### config.mk
export PLATFORM = sky130hd
export DESIGN_NAME = sc_wait_guard_mon
export DESIGN_NICKNAME = d
export VERILOG_FILES = /design/src/rtl/sc_mon_pkg.sv /design/src/rtl/sc_span_timer.sv /design/src/rtl/sc_guard_meter.sv /design/src/rtl/sc_gp_timeout.sv /design/src/rtl/sc_wait_guard_mon.sv
export SDC_FILE = /design/constraint.sdc
export NUM_CORES = 1
export LEC_CHECK = 0
export BUFFER_PORTS_ARGS = -buffer_cell sky130_fd_sc_hd__buf_2
export CAP_MARGIN = 20
export CORE_MARGIN = 2
export CORE_UTILIZATION = 52
export CTS_CLUSTER_DIAMETER = 100
export DETAILED_ROUTE_END_ITERATION = 12
export GPL_ROUTABILITY_DRIVEN = 0
export PLACE_DENSITY = 0.79
export SYNTH_ARGS = -nofsm -noshare
export SYNTH_HDL_FRONTEND = slang
export SYNTH_SLANG_ARGS = --single-unit
### constraint.sdc
create_clock -name clk -period 1.89 [get_ports clk]
set_input_delay 0.0945 -clock clk [delete_from_list [all_inputs] [get_ports clk]]
set_output_delay 0.0945 -clock clk [all_outputs]
set_load 0.01 [all_outputs]
### src/rtl/sc_mon_pkg.sv
package sc_mon_pkg;
    typedef enum logic [1:0] {
        SRC_OFF  = 2'd0,
        SRC_CARD = 2'd1,
        SRC_RX   = 2'd2,
        SRC_ETU  = 2'd3
    } clk_src_e;

    localparam int FLG_CWT     = 0;
    localparam int FLG_BWT     = 1;
    localparam int FLG_BGT     = 2;
    localparam int FLG_GP_BASE = 3;
endpackage

### src/rtl/sc_span_timer.sv
// Measures ETUs since a start event; raises expire when the limit is exceeded.
module sc_span_timer #(
    parameter int W = 16
) (
    input  logic         clk,
    input  logic         rst_n,
    input  logic         tick,
    input  logic         start,
    input  logic         stop,
    input  logic         en,
    input  logic [W-1:0] limit,
    output logic         expire
);
    typedef struct packed {
        logic         armed;
        logic [W-1:0] cnt;
    } st_t;

    st_t  s_d, s_q;
    logic hit;

    always_comb begin
        s_d = s_q;
        hit = s_q.armed && tick && (s_q.cnt == limit) && !start && !stop;
        if (!en) begin
            s_d.armed = 1'b0;
            s_d.cnt   = '0;
        end else if (start) begin
            s_d.armed = 1'b1;
            s_d.cnt   = '0;
        end else if (stop || hit) begin
            s_d.armed = 1'b0;
        end else if (s_q.armed && tick) begin
            s_d.cnt = s_q.cnt + 1'b1;
        end
    end

    assign expire = hit && en;

    always_ff @(posedge clk or negedge rst_n) begin
        if (!rst_n) s_q <= '0;
        else        s_q <= s_d;
    end
endmodule

### src/rtl/sc_guard_meter.sv
// Counts ETUs from a receive start to the next transmit start; flags short spacing.
module sc_guard_meter #(
    parameter int W = 16
) (
    input  logic         clk,
    input  logic         rst_n,
    input  logic         tick,
    input  logic         rx_start,
    input  logic         tx_start,
    input  logic         en,
    input  logic [W-1:0] limit,
    output logic         too_short
);
    typedef struct packed {
        logic         valid;
        logic [W-1:0] cnt;
    } st_t;

    st_t s_d, s_q;

    always_comb begin
        s_d       = s_q;
        too_short = en && s_q.valid && tx_start && (s_q.cnt < limit);
        if (!en) begin
            s_d = '0;
        end else if (rx_start) begin
            s_d.valid = 1'b1;
            s_d.cnt   = '0;
        end else begin
            if (tx_start) s_d.valid = 1'b0;
            if (tick && (s_q.cnt != '1)) s_d.cnt = s_q.cnt + 1'b1;
        end
    end

    always_ff @(posedge clk or negedge rst_n) begin
        if (!rst_n) s_q <= '0;
        else        s_q <= s_d;
    end
endmodule

### src/rtl/sc_gp_timeout.sv
// Timeout counter with a selectable tick source; holds once the limit is reached.
module sc_gp_timeout
    import sc_mon_pkg::*;
#(
    parameter int W = 16
) (
    input  logic         clk,
    input  logic         rst_n,
    input  logic         card_tick,
    input  logic         rx_tick,
    input  logic         etu_tick,
    input  logic [1:0]   sel,
    input  logic [W-1:0] limit,
    output logic         reached
);
    typedef struct packed {
        logic [W-1:0] cnt;
    } st_t;

    st_t          s_d, s_q;
    logic         src_tick;
    logic         step;
    logic [W-1:0] nxt;

    always_comb begin
        case (clk_src_e'(sel))
            SRC_CARD: src_tick = card_tick;
            SRC_RX:   src_tick = rx_tick;
            SRC_ETU:  src_tick = etu_tick;
            default:  src_tick = 1'b0;
        endcase
        nxt     = s_q.cnt + 1'b1;
        step    = src_tick && (s_q.cnt != limit);
        reached = step && (nxt == limit);
        s_d     = s_q;
        if (clk_src_e'(sel) == SRC_OFF) s_d.cnt = '0;
        else if (step)                  s_d.cnt = nxt;
    end

    always_ff @(posedge clk or negedge rst_n) begin
        if (!rst_n) s_q <= '0;
        else        s_q <= s_d;
    end
endmodule

### src/rtl/sc_wait_guard_mon.sv
module sc_wait_guard_mon
    import sc_mon_pkg::*;
#(
    parameter  int CWT_W  = 16,
    parameter  int BWT_W  = 32,
    parameter  int BGT_W  = 16,
    parameter  int GP_W   = 16,
    parameter  int NUM_GP = 2,
    localparam int NFLG   = FLG_GP_BASE + NUM_GP
) (
    input  logic                        clk,
    input  logic                        rst_n,
    input  logic                        etu_tick,
    input  logic                        card_tick,
    input  logic                        rx_tick,
    input  logic                        rx_start,
    input  logic                        tx_start,
    input  logic                        cwt_en,
    input  logic [CWT_W-1:0]            cwt_limit,
    input  logic                        blk_en,
    input  logic [BWT_W-1:0]            bwt_limit,
    input  logic [BGT_W-1:0]            bgt_limit,
    input  logic [NUM_GP-1:0][1:0]      gp_sel,
    input  logic [NUM_GP-1:0][GP_W-1:0] gp_limit,
    input  logic [NFLG-1:0]             flag_clr,
    input  logic [NFLG-1:0]             irq_mask,
    output logic [NFLG-1:0]             flags,
    output logic                        irq
);
    typedef struct packed {
        logic [NFLG-1:0] flags;
    } st_t;

    st_t             s_d, s_q;
    logic            cwt_exp, bwt_exp, bgt_short;
    logic [NUM_GP-1:0] gp_hit;
    logic [NFLG-1:0] set_v;

    sc_span_timer #(.W(CWT_W)) u_cwt (
        .clk(clk), .rst_n(rst_n), .tick(etu_tick), .start(rx_start),
        .stop(1'b0), .en(cwt_en), .limit(cwt_limit), .expire(cwt_exp)
    );

    sc_span_timer #(.W(BWT_W)) u_bwt (
        .clk(clk), .rst_n(rst_n), .tick(etu_tick), .start(tx_start),
        .stop(rx_start), .en(blk_en), .limit(bwt_limit), .expire(bwt_exp)
    );

    sc_guard_meter #(.W(BGT_W)) u_bgt (
        .clk(clk), .rst_n(rst_n), .tick(etu_tick), .rx_start(rx_start),
        .tx_start(tx_start), .en(blk_en), .limit(bgt_limit), .too_short(bgt_short)
    );

    for (genvar g = 0; g < NUM_GP; g++) begin : g_gp
        sc_gp_timeout #(.W(GP_W)) u_gp (
            .clk(clk), .rst_n(rst_n), .card_tick(card_tick), .rx_tick(rx_tick),
            .etu_tick(etu_tick), .sel(gp_sel[g]), .limit(gp_limit[g]),
            .reached(gp_hit[g])
        );
    end

    always_comb begin
        set_v                              = '0;
        set_v[FLG_CWT]                     = cwt_exp;
        set_v[FLG_BWT]                     = bwt_exp;
        set_v[FLG_BGT]                     = bgt_short;
        set_v[FLG_GP_BASE +: NUM_GP]       = gp_hit;
        s_d.flags = (s_q.flags & ~flag_clr) | set_v;
    end

    always_ff @(posedge clk or negedge rst_n) begin
        if (!rst_n) s_q <= '0;
        else        s_q <= s_d;
    end

    assign flags = s_q.flags;
    assign irq   = |(s_q.flags & ~irq_mask);
endmodule

==> impl_metrics.csv <==
group,metric,value,unit
outcome,status,"complete, but fails checks",
outcome,failed_checks,"negative setup slack",
worst_hold_path,hold_path.class,"in -> reg",
clock_tree,cts_root_buffer,"sky130_fd_sc_hd__clkbuf_16",
yosys,postSynthRegisterBits,104,
pwr,total_leakage_power,5.07,nW
yosys,synth_top_family_by_area,"simple AND/OR/NAND/NOR gates",
worst_hold_path,hold_path_end,"u_bgt.s_q[16]$_DFFE_PN0P_",
pwr,pwr_density_cell,543,mW/mm^2
yosys,yosysWarnings,0,
worst_hold_path,timing.hold.worst.start,"blk_en",
yosys,synthesis.area,0.00740,mm^2
grt,grt_remaining_overflow,0,
timing,post_route_minimum_period,2180,ps
floorplan,initial_core_util,0.533,
yosys,synth_mux_area_frac,0.0193,
pwr,pwr-share-comb,0.216,
yosys,syn-instance-count,853,
worst_setup_path,r2r_slack,-290,ps
worst_setup_path,worstReg2RegEnd,"u_bwt.s_q[24]$_DFFE_PN0P_",
finish,multi_input_area,0.00523,mm^2
pwr,power_switching,1.62,mW
floorplan,rows,43,
flow_run,maxCapViolations,0,
grt,grt_usage,0.305,
timing,final_critical_path_setup_slack,-293,ps
floorplan,total_die_area,0.0152,mm^2
pwr,p_seq_frac,0.402,
timing,final_max_slew_viol_count,0,
drt,vias,7887,
clock_tree,clkSinkCount,104,
grt,grt_first_pass_wirelength,36.3,mm
worst_setup_path,worstSetupEndpointType,"register",
drt,wire_per_inst,18.3,um
finish,final_area,0.0107,mm^2
drt,antenna_left,0,
clock_tree,cts_buffer_depth,2,
pwr,vdd.ir_drop.worst,0.374,mV
worst_setup_path,worst-r2r-cell-count,7,
floorplan,die_width,123,um
worst_hold_path,holdPathStages,2,
yosys,synth_sequential_area_ratio,0.351,
worst_setup_path,worst_setup_path_start_kind,"register",
timing,slew-limit-headroom,0.497,
clock_tree,clock_insertion_delay_worst_skew,360,ps
placement,io_buffers,124,
pwr,internal_power,4.21,mW
drt,drt_drc_violations_left,0,
yosys,synth_compound_area_frac,0.131,
yosys,synth_xor_area_frac,0.169,
timing,final_clock_skew,10.0,ps
grt,vias_in_the_first_global_route,7607,
timing,rsz0062_at_grt,"true",
clock_tree,clock_tree.htree_level_count,3,
yosys,ys_dominant_reg_cell,"sky130_fd_sc_hd__dfrtp_1",
floorplan,ioPinCount,125,
clock_tree,path_clk_slew,80,ps
yosys,synth_async_sr_flop_share,1.00,
placement,dp_slack,-419,ps
drt,detail_route.vias_per_cell,5.94,
yosys,netlist_top_cells_area,"sky130_fd_sc_hd__dfrtp_1 35%, sky130_fd_sc_hd__xor2_1 10%, sky130_fd_sc_hd__xnor2_1 6.6%, sky130_fd_sc_hd__nor2_1 4.1%, sky130_fd_sc_hd__nand2_1 4.0%",
placement,place_hpwl,15.7,mm
floorplan,core_region_area,0.0139,mm^2
timing,setup_viol_count_final,75,
floorplan,die_h,123,um
worst_setup_path,cp.arrival,2440,ps
worst_setup_path,worst_ep_required_time,2140,ps
pwr,switching_share,0.278,
yosys,synth-edff-count,0,
finish,sequential_cell_area,0.00261,mm^2
pwr,clockPowerShare,0.382,
timing,timing_hold_violations_final,0,
placement,placed_area,0.00927,mm^2
timing,actual_transition_at_the_worst_max_transition_pin,755,ps
yosys,adder_cell_share_of_the_synthesized_area,0.0338,
yosys,yosysTopAreaCellShare,0.351,
finish,layout-drive-gt1-share,0.405,
clock_tree,cts_made_buffers,9,
drt,drt_wl_total,24.3,mm
worst_setup_path,r2r-start,"u_bwt.s_q[2]$_DFFE_PN0P_",
drt,dr.first_iter.drc_count,749,
yosys,postSynthNetCount,992,
finish,syn_to_final_growth,44.9,%
timing,maxClockFrequency,458,MHz
drt,detailedRoute.firstPassIterationCount,5,
grt,grt_antenna_before_repair,1,
yosys,synthesis.area_per_instance,8.68,um^2
worst_setup_path,worstSetupPathType,"reg -> reg",
clock_tree,tritoncts,"done",
finish,fillCellCount,866,
yosys,yosys.cell_types.count,65,
grt,grt_max_degree,47,
worst_setup_path,worstPathMaxFanout,4,
yosys,synth_simple_gate_area_frac,0.255,
worst_setup_path,setup.worst_path.start,"u_bwt.s_q[2]$_DFFE_PN0P_",
yosys,netlist.top_cell.by_area,"sky130_fd_sc_hd__dfrtp_1",
finish,nNetsFinal,1281,
timing,final_min_period_over_clock_period,1.16,
metrics by stage:
stage / hold slack, ps / utilization / power (mW) / TNS [ps] / std cells
after detailed placement: 67.3 / 0.668 / 3.39 / -12950 / 1268
after global placement: 58.2 / 0.668 / 3.36 / -10400 / 1268
after global routing: 12.1 / 0.773 / 6.04 / -18140 / 1328
after CTS: 0.886 / 0.738 / 5.71 / -6110 / 1313
after floorplan: -201 / - / 2.91 / -1050 / 853
final: 11.6 / 0.773 / 5.83 / -12390 / 1328
power groups by stage:
stage	clock (mW)	sequential (mW)	combinational, mW
4_1_cts	2.23	2.34	1.15
6_report	2.23	2.34	1.26
3_3_place_gp	0	2.38	0.986
5_1_grt	2.33	2.35	1.36
2_1_floorplan	0	2.39	0.529
3_5_place_dp	0	2.38	1.01
worst max-delay path by stage:
stage | slack, ps | depth (start not counted) | end
after floorplan | -90 | 8 | u_bwt.s_q[25]$_DFFE_PN0P_
after global placement | -330 | 8 | u_bwt.s_q[10]$_DFFE_PN0P_
after detailed placement | -420 | 8 | u_bwt.s_q[10]$_DFFE_PN0P_
after CTS | -150 | 9 | u_bwt.s_q[14]$_DFFE_PN0P_
after global routing | -370 | 9 | u_bwt.s_q[4]$_DFFE_PN0P_
final | -290 | 7 | u_bwt.s_q[24]$_DFFE_PN0P_
layer usage:
metal / vias to the layer above / GRT usage / share of wire
met5: - / 0 / 0
li1: 3611 / - / -
met1: 3780 / 0.383 / 0.40
met3: 100 / 0.0577 / 0.071
met4: 0 / 0.159 / 0.044
met2: 396 / 0.500 / 0.48
repair_timing:
| action | 4_1_cts | 5_1_grt |
|---|---|---|
| endpoints found under the setup margin | 69 | 92 |
| cloned | 5 | 1 |
| buffers inserted | 22 | 14 |
| gates resized for setup | 85 | 92 |
| pin swaps | 77 | 57 |
| hold endpoints to repair | 33 | 0 |
| hold buffers | 5 | 0 |
Yosys cell counts (all sizes together) (12+ instances only):
cell	count
dfrtp	104
xor2	87
nor2	81
nand2	79
xnor2	56
inv	33
nor3	33
o21ai	33
nand3	32
a21oi	28
nand4	24
nor4	22
and3	21
clkbuf	21
ha	20
buf	16
o31ai	16
and4	13
nor2b	13
a31oi	12
mux2i	12
nand2b	12
logic make-up (layout without fill, tap and decap cells):
kind of cell,count (synthesis),after routing
AND/OR/NAND/NOR,361,364
XOR/XNOR,143,143
AO/OA/AOI/OAI,141,141
flip-flops,104,104
buffers and inverters,70,361
adder cells (fa/ha/maj),20,20
multiplexers,14,14
other,0,1
worst max-delay path, stage by stage (launching register included):
cell and delay (ps):
sky130_fd_sc_hd__dfrtp_1 380, sky130_fd_sc_hd__buf_4 130, sky130_fd_sc_hd__nand4_1 180, sky130_fd_sc_hd__nor3_1 440, sky130_fd_sc_hd__and4_1 330, sky130_fd_sc_hd__and3_1 290, sky130_fd_sc_hd__a31oi_4 100, sky130_fd_sc_hd__a41o_1 220
placed cells by master (no fill, tap or decap), types with 6 or more instances in the layout:
master,count
sky130_fd_sc_hd__nor4_2,11
sky130_fd_sc_hd__nand3_1,27
sky130_fd_sc_hd__o21ai_2,15
sky130_fd_sc_hd__xor2_1,80
sky130_fd_sc_hd__nand2_1,72
sky130_fd_sc_hd__or3_1,6
sky130_fd_sc_hd__nand2_2,6
sky130_fd_sc_hd__nor3_1,18
sky130_fd_sc_hd__dfrtp_1,99
sky130_fd_sc_hd__o211ai_1,6
sky130_fd_sc_hd__o21ai_1,9
sky130_fd_sc_hd__a21oi_1,16
sky130_fd_sc_hd__buf_2,123
sky130_fd_sc_hd__xor2_2,7
sky130_fd_sc_hd__buf_4,159
sky130_fd_sc_hd__mux2i_1,12
sky130_fd_sc_hd__inv_1,32
sky130_fd_sc_hd__nand2b_1,12
sky130_fd_sc_hd__and3_1,18
sky130_fd_sc_hd__nand4_1,23
sky130_fd_sc_hd__nor4_1,8
sky130_fd_sc_hd__nor2b_1,13
sky130_fd_sc_hd__nor2_1,75
sky130_fd_sc_hd__and4_1,8
sky130_fd_sc_hd__nor3_2,10
sky130_fd_sc_hd__xnor2_1,52
sky130_fd_sc_hd__o31ai_1,11
sky130_fd_sc_hd__a31oi_1,9
sky130_fd_sc_hd__buf_6,19
sky130_fd_sc_hd__ha_1,18
sky130_fd_sc_hd__nor2_4,6
sky130_fd_sc_hd__a41o_1,11
sky130_fd_sc_hd__clkbuf_16,10
sky130_fd_sc_hd__a21oi_2,12
sky130_fd_sc_hd__o21ai_0,9
registers in the layout, indices dropped and copies added, names as in the netlist:
name and cells:
u_cwt.s_q 17, g_gp.u_gp.s_q 32, flags 5, u_bwt.s_q 33
u_bgt.s_q 17
final cells by class:
cell class,count,area share
Multi-Input combinational cell,682,0.487
Sequential cell,104,0.243
Timing Repair Buffer,312,0.204
Clock buffer,11,0.0226
Tap cell,180,0.0210
Inverter,33,0.0115
Clock inverter,5,0.00968
Antenna cell,1,0.000233
Power figures use the tool's default switching activity.
